<file path="config.mk">
export PLATFORM = sky130hd
export DESIGN_NAME = crc_retx_link
export DESIGN_NICKNAME = d
export VERILOG_FILES = /design/src/rtl/lnk_pkg.sv /design/src/rtl/lnk_sat_counter.sv /design/src/rtl/lnk_rx_frame.sv /design/src/rtl/lnk_tx_frame.sv /design/src/rtl/crc_retx_link.sv
export SDC_FILE = /design/constraint.sdc
export NUM_CORES = 1
export LEC_CHECK = 0
export BUFFER_PORTS_ARGS = -buffer_cell sky130_fd_sc_hd__buf_4
export CORE_MARGIN = 2
export CORE_UTILIZATION = 63
export CTS_CLUSTER_DIAMETER = 120
export CTS_CLUSTER_SIZE = 10
export DETAILED_ROUTE_END_ITERATION = 8
export PLACE_DENSITY = 0.81
export SLEW_MARGIN = 25
export SYNTH_ARGS = -nofsm -noshare
export SYNTH_HDL_FRONTEND = slang
export SYNTH_SLANG_ARGS = --single-unit
</file>
<file path="constraint.sdc">
create_clock -name clk -period 3.76 [get_ports clk]
set_input_delay 0.752 -clock clk [delete_from_list [all_inputs] [get_ports clk]]
set_output_delay 0.752 -clock clk [all_outputs]
set_load 0.01 [all_outputs]
</file>
<file path="src/rtl/lnk_pkg.sv">
package lnk_pkg;

    localparam logic [7:0] TY_DATA  = 8'h01;
    localparam logic [7:0] TY_REPLY = 8'h02;
    localparam logic [7:0] TY_ECHO  = 8'h03;
    localparam logic [7:0] TY_AGAIN = 8'h04;

    localparam logic [15:0] CRC_SEED = 16'hFFFF;
    localparam logic [15:0] CRC_POLY = 16'h1021;

    typedef enum logic [1:0] {EV_NONE, EV_BAD, EV_AGAIN} ev_kind_t;

    typedef enum logic [2:0] {
        RX_TYPE, RX_LEN, RX_PAY, RX_CHI, RX_CLO, RX_FWD, RX_HOLD
    } rx_st_t;

    typedef enum logic [2:0] {
        TX_IDLE, TX_FILL, TX_ECHO, TX_TYPE, TX_LEN, TX_PAY, TX_CHI, TX_CLO
    } tx_st_t;

    // one byte into the running CRC, most significant bit first
    function automatic logic [15:0] crc16_step(input logic [15:0] c, input logic [7:0] b);
        logic [15:0] r;
        logic        fb;
        r = c;
        for (int i = 7; i >= 0; i--) begin
            fb = r[15] ^ b[i];
            r  = {r[14:0], 1'b0};
            if (fb) r = r ^ CRC_POLY;
        end
        return r;
    endfunction

endpackage

</file>
<file path="src/rtl/lnk_sat_counter.sv">
module lnk_sat_counter #(
    parameter int W = 16
) (
    input  logic         clk,
    input  logic         rst_n,
    input  logic         inc,
    output logic [W-1:0] cnt
);
    localparam logic [W-1:0] TOP = '1;

    logic [W-1:0] cnt_d, cnt_q;

    always_comb begin
        cnt_d = cnt_q;
        if (inc && cnt_q != TOP) cnt_d = cnt_q + 1'b1;
    end

    always_ff @(posedge clk) begin
        if (!rst_n) cnt_q <= '0;
        else        cnt_q <= cnt_d;
    end

    assign cnt = cnt_q;

    // once at the top value the count never wraps
    a_r9_saturate_hold: assert property (@(posedge clk) disable iff (!rst_n)
        cnt_q == TOP |=> cnt_q == TOP);

    // the count moves only upward, one step at a time
    a_r9_single_step: assert property (@(posedge clk) disable iff (!rst_n)
        cnt_q != $past(cnt_q) |-> cnt_q == $past(cnt_q) + 1'b1);

endmodule

</file>
<file path="src/rtl/lnk_rx_frame.sv">
module lnk_rx_frame
    import lnk_pkg::*;
#(
    parameter int MAX_PAY    = 32,
    parameter int IDLE_LIMIT = 65535,
    localparam int IDX_W     = $clog2(MAX_PAY),
    localparam int IW        = $clog2(IDLE_LIMIT + 1)
) (
    input  logic             clk,
    input  logic             rst_n,
    input  logic [7:0]       in_data,
    input  logic             in_valid,
    output logic             in_ready,
    output logic [7:0]       cmd_data,
    output logic             cmd_valid,
    output logic             cmd_last,
    input  logic             cmd_ready,
    output ev_kind_t         ev_kind,
    output logic [7:0]       ev_len,
    input  logic [IDX_W-1:0] rd_idx,
    output logic [7:0]       rd_data,
    input  logic             ev_ack,
    output logic             crc_bad
);
    localparam logic [7:0]    MAX_B  = 8'(MAX_PAY);
    localparam logic [IW-1:0] IDLE_T = IW'(IDLE_LIMIT - 1);

    typedef struct packed {
        rx_st_t        st;
        logic [7:0]    ty;
        logic [7:0]    len;
        logic [7:0]    idx;
        logic [15:0]   crc;
        logic [7:0]    chi;
        logic [IW-1:0] idle;
        ev_kind_t      ev;
    } rx_reg_t;

    rx_reg_t    r_d, r_q;
    logic [7:0] buf_d [MAX_PAY];
    logic [7:0] buf_q [MAX_PAY];
    logic       fire;
    logic       mid_frame;

    always_comb begin
        r_d       = r_q;
        buf_d     = buf_q;
        crc_bad   = 1'b0;
        in_ready  = r_q.st inside {RX_TYPE, RX_LEN, RX_PAY, RX_CHI, RX_CLO};
        fire      = in_ready && in_valid;
        mid_frame = r_q.st inside {RX_LEN, RX_PAY, RX_CHI, RX_CLO};
        cmd_valid = (r_q.st == RX_FWD);
        cmd_data  = buf_q[r_q.idx[IDX_W-1:0]];
        cmd_last  = cmd_valid && (r_q.idx == r_q.len - 8'd1);

        unique case (r_q.st)
            RX_TYPE: if (fire && (in_data == TY_DATA || in_data == TY_AGAIN)) begin
                r_d.ty = in_data;
                r_d.st = RX_LEN;
            end
            RX_LEN: if (fire) begin
                if (in_data == 8'd0 || in_data > MAX_B) begin
                    r_d.st = RX_TYPE;
                end else begin
                    r_d.len = in_data;
                    r_d.crc = crc16_step(CRC_SEED, in_data);
                    r_d.idx = '0;
                    r_d.st  = RX_PAY;
                end
            end
            RX_PAY: if (fire) begin
                buf_d[r_q.idx[IDX_W-1:0]] = in_data;
                r_d.crc = crc16_step(r_q.crc, in_data);
                r_d.idx = r_q.idx + 8'd1;
                if (r_q.idx == r_q.len - 8'd1) r_d.st = RX_CHI;
            end
            RX_CHI: if (fire) begin
                r_d.chi = in_data;
                r_d.st  = RX_CLO;
            end
            RX_CLO: if (fire) begin
                if (r_q.crc == {r_q.chi, in_data}) begin
                    if (r_q.ty == TY_DATA) begin
                        r_d.idx = '0;
                        r_d.st  = RX_FWD;
                    end else begin
                        r_d.ev = EV_AGAIN;
                        r_d.st = RX_HOLD;
                    end
                end else begin
                    crc_bad = 1'b1;
                    r_d.ev  = EV_BAD;
                    r_d.st  = RX_HOLD;
                end
            end
            RX_FWD: if (cmd_ready) begin
                r_d.idx = r_q.idx + 8'd1;
                if (cmd_last) r_d.st = RX_TYPE;
            end
            RX_HOLD: if (ev_ack) begin
                r_d.ev = EV_NONE;
                r_d.st = RX_TYPE;
            end
            default: r_d.st = RX_TYPE;
        endcase

        // stalled partial frame is thrown away
        if (fire) begin
            r_d.idle = '0;
        end else if (mid_frame) begin
            if (r_q.idle == IDLE_T) begin
                r_d.idle = '0;
                r_d.st   = RX_TYPE;
            end else begin
                r_d.idle = r_q.idle + 1'b1;
            end
        end
    end

    always_ff @(posedge clk) begin
        if (!rst_n) begin
            r_q <= '{st: RX_TYPE, ev: EV_NONE, default: '0};
        end else begin
            r_q <= r_d;
        end
        buf_q <= buf_d;
    end

    assign ev_kind = (r_q.st == RX_HOLD) ? r_q.ev : EV_NONE;
    assign ev_len  = r_q.len;
    assign rd_data = buf_q[rd_idx];

    // payload appears only right after the closing CRC byte was taken
    a_r2_release_after_crc: assert property (@(posedge clk) disable iff (!rst_n)
        $rose(cmd_valid) |-> $past(fire));

    // an offered command byte stays put until the core takes it
    a_r2_cmd_stable: assert property (@(posedge clk) disable iff (!rst_n)
        cmd_valid && !cmd_ready |=> cmd_valid && $stable(cmd_data));

endmodule

</file>
<file path="src/rtl/lnk_tx_frame.sv">
module lnk_tx_frame
    import lnk_pkg::*;
#(
    parameter int MAX_PAY = 32,
    localparam int IDX_W  = $clog2(MAX_PAY)
) (
    input  logic             clk,
    input  logic             rst_n,
    output logic [7:0]       out_data,
    output logic             out_valid,
    input  logic             out_ready,
    input  logic [7:0]       rsp_data,
    input  logic             rsp_valid,
    input  logic             rsp_last,
    output logic             rsp_ready,
    input  ev_kind_t         ev_kind,
    input  logic [7:0]       ev_len,
    output logic [IDX_W-1:0] rd_idx,
    input  logic [7:0]       rd_data,
    output logic             ev_ack,
    output logic             replay
);
    localparam logic [7:0] MAX_B = 8'(MAX_PAY);

    typedef struct packed {
        tx_st_t      st;
        logic [7:0]  ty;
        logic [7:0]  len;
        logic [7:0]  idx;
        logic [15:0] crc;
        logic        has;
    } tx_reg_t;

    tx_reg_t    t_d, t_q;
    logic [7:0] buf_d [MAX_PAY];
    logic [7:0] buf_q [MAX_PAY];
    logic       send;

    always_comb begin
        t_d       = t_q;
        buf_d     = buf_q;
        ev_ack    = 1'b0;
        replay    = 1'b0;
        rsp_ready = (t_q.st == TX_FILL);
        rd_idx    = t_q.idx[IDX_W-1:0];
        out_valid = t_q.st inside {TX_TYPE, TX_LEN, TX_PAY, TX_CHI, TX_CLO};
        send      = out_valid && out_ready;

        unique case (t_q.st)
            TX_TYPE: out_data = t_q.ty;
            TX_LEN:  out_data = t_q.len;
            TX_PAY:  out_data = buf_q[t_q.idx[IDX_W-1:0]];
            TX_CHI:  out_data = t_q.crc[15:8];
            TX_CLO:  out_data = t_q.crc[7:0];
            default: out_data = 8'h00;
        endcase

        unique case (t_q.st)
            TX_IDLE: begin
                if (ev_kind == EV_BAD) begin
                    t_d.ty  = TY_ECHO;
                    t_d.len = ev_len;
                    t_d.idx = '0;
                    t_d.st  = TX_ECHO;
                end else if (ev_kind == EV_AGAIN) begin
                    ev_ack = 1'b1;
                    t_d.st = TX_TYPE;
                    if (t_q.has) begin
                        replay = 1'b1;
                    end else begin
                        t_d.ty  = TY_ECHO;
                        t_d.len = 8'd0;
                        t_d.has = 1'b1;
                    end
                end else if (rsp_valid) begin
                    t_d.idx = '0;
                    t_d.st  = TX_FILL;
                end
            end
            TX_FILL: if (rsp_valid) begin
                if (t_q.idx < MAX_B) begin
                    buf_d[t_q.idx[IDX_W-1:0]] = rsp_data;
                    t_d.idx = t_q.idx + 8'd1;
                end
                if (rsp_last) begin
                    t_d.ty  = TY_REPLY;
                    t_d.len = (t_q.idx < MAX_B) ? t_q.idx + 8'd1 : MAX_B;
                    t_d.has = 1'b1;
                    t_d.st  = TX_TYPE;
                end
            end
            TX_ECHO: begin
                buf_d[t_q.idx[IDX_W-1:0]] = rd_data;
                t_d.idx = t_q.idx + 8'd1;
                if (t_q.idx == t_q.len - 8'd1) begin
                    ev_ack  = 1'b1;
                    t_d.has = 1'b1;
                    t_d.st  = TX_TYPE;
                end
            end
            TX_TYPE: if (send) begin
                t_d.crc = CRC_SEED;
                t_d.st  = TX_LEN;
            end
            TX_LEN: if (send) begin
                t_d.crc = crc16_step(t_q.crc, t_q.len);
                t_d.idx = '0;
                t_d.st  = (t_q.len == 8'd0) ? TX_CHI : TX_PAY;
            end
            TX_PAY: if (send) begin
                t_d.crc = crc16_step(t_q.crc, out_data);
                t_d.idx = t_q.idx + 8'd1;
                if (t_q.idx == t_q.len - 8'd1) t_d.st = TX_CHI;
            end
            TX_CHI: if (send) t_d.st = TX_CLO;
            TX_CLO: if (send) t_d.st = TX_IDLE;
            default: t_d.st = TX_IDLE;
        endcase
    end

    always_ff @(posedge clk) begin
        if (!rst_n) begin
            t_q <= '{st: TX_IDLE, default: '0};
        end else begin
            t_q <= t_d;
        end
        buf_q <= buf_d;
    end

    // a stalled output byte is held unchanged
    a_r5_hold_while_stalled: assert property (@(posedge clk) disable iff (!rst_n)
        out_valid && !out_ready |=> out_valid && $stable(out_data));

    // a replay starts a frame on the very next cycle
    a_r6_replay_starts_frame: assert property (@(posedge clk) disable iff (!rst_n)
        replay |=> out_valid);

endmodule

</file>
<file path="src/rtl/crc_retx_link.sv">
module crc_retx_link
    import lnk_pkg::*;
#(
    parameter int MAX_PAY    = 32,
    parameter int IDLE_LIMIT = 65535,
    parameter int CNT_W      = 16
) (
    input  logic             clk,
    input  logic             rst_n,
    input  logic [7:0]       host_rx_data,
    input  logic             host_rx_valid,
    output logic             host_rx_ready,
    output logic [7:0]       host_tx_data,
    output logic             host_tx_valid,
    input  logic             host_tx_ready,
    output logic [7:0]       core_cmd_data,
    output logic             core_cmd_valid,
    output logic             core_cmd_last,
    input  logic             core_cmd_ready,
    input  logic [7:0]       core_rsp_data,
    input  logic             core_rsp_valid,
    input  logic             core_rsp_last,
    output logic             core_rsp_ready,
    output logic [CNT_W-1:0] crc_fail_count,
    output logic [CNT_W-1:0] replay_count
);
    localparam int IDX_W = $clog2(MAX_PAY);

    ev_kind_t         ev_kind;
    logic [7:0]       ev_len;
    logic [IDX_W-1:0] rd_idx;
    logic [7:0]       rd_data;
    logic             ev_ack;
    logic             crc_bad;
    logic             replay;

    lnk_rx_frame #(.MAX_PAY(MAX_PAY), .IDLE_LIMIT(IDLE_LIMIT)) u_rx (
        .clk       (clk),
        .rst_n     (rst_n),
        .in_data   (host_rx_data),
        .in_valid  (host_rx_valid),
        .in_ready  (host_rx_ready),
        .cmd_data  (core_cmd_data),
        .cmd_valid (core_cmd_valid),
        .cmd_last  (core_cmd_last),
        .cmd_ready (core_cmd_ready),
        .ev_kind   (ev_kind),
        .ev_len    (ev_len),
        .rd_idx    (rd_idx),
        .rd_data   (rd_data),
        .ev_ack    (ev_ack),
        .crc_bad   (crc_bad)
    );

    lnk_tx_frame #(.MAX_PAY(MAX_PAY)) u_tx (
        .clk       (clk),
        .rst_n     (rst_n),
        .out_data  (host_tx_data),
        .out_valid (host_tx_valid),
        .out_ready (host_tx_ready),
        .rsp_data  (core_rsp_data),
        .rsp_valid (core_rsp_valid),
        .rsp_last  (core_rsp_last),
        .rsp_ready (core_rsp_ready),
        .ev_kind   (ev_kind),
        .ev_len    (ev_len),
        .rd_idx    (rd_idx),
        .rd_data   (rd_data),
        .ev_ack    (ev_ack),
        .replay    (replay)
    );

    lnk_sat_counter #(.W(CNT_W)) u_fail_cnt (
        .clk (clk), .rst_n (rst_n), .inc (crc_bad), .cnt (crc_fail_count)
    );

    lnk_sat_counter #(.W(CNT_W)) u_replay_cnt (
        .clk (clk), .rst_n (rst_n), .inc (replay), .cnt (replay_count)
    );

    // nothing reaches the core while an echo or replay is pending
    a_r3_no_forward_on_event: assert property (@(posedge clk) disable iff (!rst_n)
        ev_kind != EV_NONE |-> !core_cmd_valid);

endmodule

</file>
# Word-level counts from Yosys, hierarchy flattened
# Cells that the tools add are included.
# op_classes
n_addsub	7
n_lt_le_gt_ge	6
eq_ne	50
mux	190
bitwise_logic	65
reduce_logical	39
# op_table
op	count
2-to-1 mux 16 bit	67
bitwise mux 256 bit	3
2-to-1 mux 256 bit	2
one-hot mux 256 bit (2 select lines)	1
2-to-1 mux 13 bit	32
2-to-1 mux 8 bit	16
binary-select mux 8 bit (select 5 bit)	3
2-to-1 mux 24 bit	5
NOT 3 bit	30
demux 8 bit (select 5 bit)	2
one-hot mux 8 bit (5 select lines)	2
one-hot mux 16 bit (2 select lines)	2
2-to-1 mux 3 bit	21
2-to-1 mux 27 bit	2
adder 16 x 1 -> 16 bit (second input constant)	3
one-hot mux 16 bit (3 select lines)	1
!= test 16 bit (second input constant)	2
one-hot mux 8 bit (4 select lines)	1
XOR 1 bit	31
!= test 2 x 1 -> 1 bit (second input constant)	12
one-hot mux 3 bit (8 select lines)	1
equality test 3 bit (second input constant)	7
one-hot mux 3 bit (7 select lines)	1
2-to-1 mux 19 bit	1
45 further kinds	109
# totals
regBits	657
input_bits	23
output_inout_bits	53
elab_cells	437

# Logic depth before layout (Yosys ltp)
# depth
word_depth	40
depth_mapped	15
mapped_depth_nobuf	14

# Modules after synthesis
# From an unflattened synthesis, not the netlist that was laid out.
# hier_totals
hier_cells	2486
area_unflattened_um2	31843.0
# modules_own_cells
mod	n_inst	cells_each	area_per_inst_um2	seq_area_each_um2
lnk_rx_frame	1	1016	15652.5	9068.7
lnk_tx_frame	1	1276	14516.4	8448.1
lnk_sat_counter	2	97	837.1	320.3

# Worst setup path before layout
# Ideal clock, no wire load.
# synth_path
path_type	flip-flop to output port
start	register u_rx.r_q[42] in the netlist's numbering
end	output core_cmd_data[6]
arrival_ns	2.526
t_required_ns	3.008
slack_ns	0.482
stages_incl_launch_ff	7
n_path_buf	3
cell_sequence	dfxtp_1 > clkbuf_1 > clkbuf_1 > buf_1 > mux4_2 > a22oi_1 > nand4_1
# synth_between
elab_chain_cells	4
# synth_rtl
item	line	text
start: declaration	lnk_rx_frame.sv:39	rx_reg_t r_d, r_q;
start signal: assignment	lnk_rx_frame.sv:124	r_q <= r_d;
NOT 5 -> 6 bit (implied by the code)	lnk_rx_frame.sv:53	cmd_data = buf_q[r_q.idx[IDX_W-1:0]];
binary-select mux 8 bit (select 5 bit)	lnk_rx_frame.sv:53	
2-to-1 mux 8 bit (implied by the code) (2 in a row)	lnk_rx_frame.sv:53	
end: declaration	crc_retx_link.sv:16	output logic [7:0] core_cmd_data,
# Every way passes these cells. The select of a mux whose other input is x is not followed.

# Final worst setup path
# layout_path
start	register u_tx.t_q, in the netlist u_tx.rd_idx[1]
end	output host_tx_data[1]
# layout_between
elab_chain_cells	5
# layout_rtl
item	line	text
start: declaration	lnk_tx_frame.sv:34	tx_reg_t t_d, t_q;
start signal: assignment	lnk_tx_frame.sv:125	t_q <= t_d;
NOT 5 -> 6 bit (implied by the code)	lnk_tx_frame.sv:52	TX_PAY: out_data = buf_q[t_q.idx[IDX_W-1:0]];
binary-select mux 8 bit (select 5 bit)	lnk_tx_frame.sv:52	
2-to-1 mux 8 bit (implied by the code) (2 in a row)	lnk_tx_frame.sv:52	
one-hot mux 8 bit (5 select lines)	lnk_tx_frame.sv:49	unique case (t_q.st)
end: declaration	crc_retx_link.sv:13	output logic [7:0] host_tx_data,
# Every way passes these cells. The select of a mux whose other input is x is not followed.

==> results.json <==
{
  "drv_slew": 0,
  "drtIter0Drc": 3184,
  "mostFrequentLayoutCells": "512 x edfxtp_1, 481 x nor2_1, 193 x buf_4, 141 x mux4_2, 137 x mux2i_1",
  "fin_crit_sh": 0.9894,
  "die_w_um": 226.7,
  "die_h_um": 226.7,
  "cts-root-buf": "clkbuf_16",
  "clock_latency_ps": 630,
  "final_common_cell": "edfxtp_1",
  "gp_congestion": 1.021,
  "ant_nets": 0,
  "cp_max_fo": 18,
  "start_util": 0.6380,
  "rsz0062_at_grt": "false",
  "ios": 76,
  "nets": 2639,
  "critical_path_class": "register to output pin",
  "synth_edf_count": 512,
  "grt_pass1_wl_mm": 130.9,
  "syn_nets": 2528,
  "multi_input_area_mm2": 0.01223,
  "synthArstFlopShare": 0,
  "dieArea_mm2": 0.05137,
  "grt_max_degree": 69,
  "relSlewSlack": 0.3961,
  "drive_above_1_share": 0.1859,
  "synth_warnings": 0,
  "synthTopCellsByArea": "edfxtp_1 49%, mux4_2 10%, dfxtp_1 8.9%, nor2_1 5.8%, mux2i_1 4.5%",
  "total_power_uw": 18640,
  "ys_ff_latch": 651,
  "regArea_mm2": 0.01818,
  "end_kind": "output pin",
  "syn_area_mm2": 0.03123,
  "ys_seq_area_frac": 0.5814,
  "synth_area_leader_cell": "edfxtp_1",
  "startpoint_type": "register",
  "dr_total_vias": 22305,
  "maxCapViolations": 0,
  "numCtsBuffers": 75,
  "vias_per_cell": 6.759,
  "gr-total-overflow": 0,
  "vdd_drop_max_mv": 0.4222,
  "path_clk_slew_ps": 60,
  "drt_drc_violations_left": 0,
  "cts_tree": "done",
  "holdWs_ps": 450.2,
  "hold_viol_final": 0,
  "yosys.area.top_type_share": 0.4923,
  "htree_levels": 3,
  "fp.coreArea_mm2": 0.04895,
  "grt.total_usage": 0.3442,
  "arrival_ps": 2970,
  "io_buffers": 75,
  "setup_viol": 0,
  "ys_types": 82,
  "area_growth_syn_to_layout_pct": 13.01,
  "worst_pin_slew_ps": 904.6,
  "rows": 81,
  "filler_cell_count": 3140,
  "grt_pass1_vias": 21609,
  "dr.pass1.iters": 6,
  "synth_cells": 2488,
  "syn_area_per_cell_um2": 12.55,
  "power_density_mw_per_mm2": 528.0,
  "synth_ff_type": "edfxtp_1",
  "leakage_uw": 0.01182,
  "antenna_cells": 0,
  "hold_buffers": 0,
  "clockBufferDepth": 3,
  "clock-sinks": 651,
  "wl_per_cell_um": 26.40,
  "outcome": "finished clean",
  "antenna_found_initial": 0,
  "hpwl_mm": 57.46,
  "fin_worst_skew_ps": 26.96,
  "setup_tns_ps": 0,
  "totalWireLength_mm": 87.12,
  "fin_crit_ps": 3720,
  "hold_path.class": "input pin to register",
  "worst_ep_required_time_ps": 3010,
  "fmax_mhz": 268.8
}
## per-layer routing
layer	GRT usage	wire (µm)	vias to the layer above
met3	0.06712	9084	295
met1	0.4520	31400	11029
met5	0	0	-
met4	0.1736	4790	0
li1	-	-	9464
met2	0.5520	41840	1517
## timing repair
action	4_1_cts	5_1_grt
setup buffers	10	0
setup endpoints to repair	10	4
gates resized for setup	6	8
pin swaps	0	1
## stage by stage
stage | cell area, µm² | instances | worst slack, ps | util
after detailed placement | 33060 | 3176 | 364.9 | 0.6753
after floorplan | 31230 | 2488 | 481.9 | -
final | 35300 | 3300 | 39.81 | 0.7210
after global placement | 33050 | 3176 | 361.1 | 0.6752
after global routing | 35300 | 3300 | 10.47 | 0.7210
after CTS | 35260 | 3300 | 40.75 | 0.7203
## synth_stat cells, drive strengths merged (3+ instances only)
library cell  count
edfxtp          512
nor2            481
mux2i           141
mux4            141
dfxtp           139
nand2           130
clkbuf          104
xnor2            90
a21oi            84
buf              76
xor2             65
o21ai            63
o22ai            59
nand3            48
a22oi            44
inv              31
and3             28
nand4            28
nor4             20
nor3             18
ha               17
and2             15
nor2b            15
or3              15
mux2              9
a31oi             7
nand4bb           6
o211ai            6
a22o              5
and3b             5
nand4b            5
or2               5
or4b              5
xnor3             5
a211oi            4
a221oi            4
a311oi            4
nand2b            4
nand3b            4
a21boi            3
nor3b             3
o2111ai           3
o221a             3
o31a              3
## power breakdown
| part | total (µW) | switching (µW) | internal [µW] |
|---|---|---|---|
| sequential | 8080 | 187 | 7900 |
| combinational | 4080 | 2500 | 1580 |
| clock | 6470 | 2800 | 3670 |
| total | 18600 | 5490 | 13100 |
## path summary, 6_finish.rpt
kind,start,endpoint,slack [ps],cells past startpoint
setup reg to reg,u_rx.r_q[66]$_SDFF_PN0_,u_replay_cnt.cnt[13]$_SDFFE_PN0P_,200,12
setup / recovery,u_tx.rd_idx[1]$_SDFFE_PN0P_,host_tx_data[1],40,9
hold reg to reg,u_rx.r_q[21]$_SDFFE_PN0P_,u_rx.r_q[21]$_SDFFE_PN0P_,470,2
hold / removal,host_rx_data[4],u_rx.r_q[22]$_SDFFE_PN0P_,450,3
## cell type report
class                      instances  area share
inverter                          32    0.003403
sequential                       651      0.5150
multi-input combinational       1625      0.3465
timing repair buffer             214     0.05282
clock buffer                     107     0.05658
clock inverter                     7    0.002162
tap                              664     0.02354
## state kept, by name, indices dropped and copies added, names as in the netlist
signal	cells
u_rx.ev_len	8
u_tx.rd_idx	5
u_tx.t_q	33
u_fail_cnt.cnt	16
u_rx.r_q	61
u_rx.buf_q	256
u_tx.buf_q	256
u_replay_cnt.cnt	16
## worst max-delay path, stage by stage (launching register included)
cell     delay [ps]
dfxtp_4         440
buf_4           170
buf_12          180
mux2i_1         350
o22ai_1         210
nor4_1          350
nand2_1         230
a21oi_1         210
inv_1            70
buf_4           140
## cell families (layout without fill, tap and decap cells)
family | Yosys count | count (layout) | share of synthesized area
buffers and inverters | 212 | 360 | 0.03001
multiplexers | 291 | 291 | 0.1502
flip-flops | 651 | 651 | 0.5814
XOR/XNOR | 160 | 160 | 0.04711
adder cells (fa/ha/maj) | 17 | 17 | 0.006810
AO/OA/AOI/OAI | 313 | 313 | 0.06338
AND/OR/NAND/NOR | 844 | 844 | 0.1211
No activity file was read; power rests on OpenSTA's default activity.
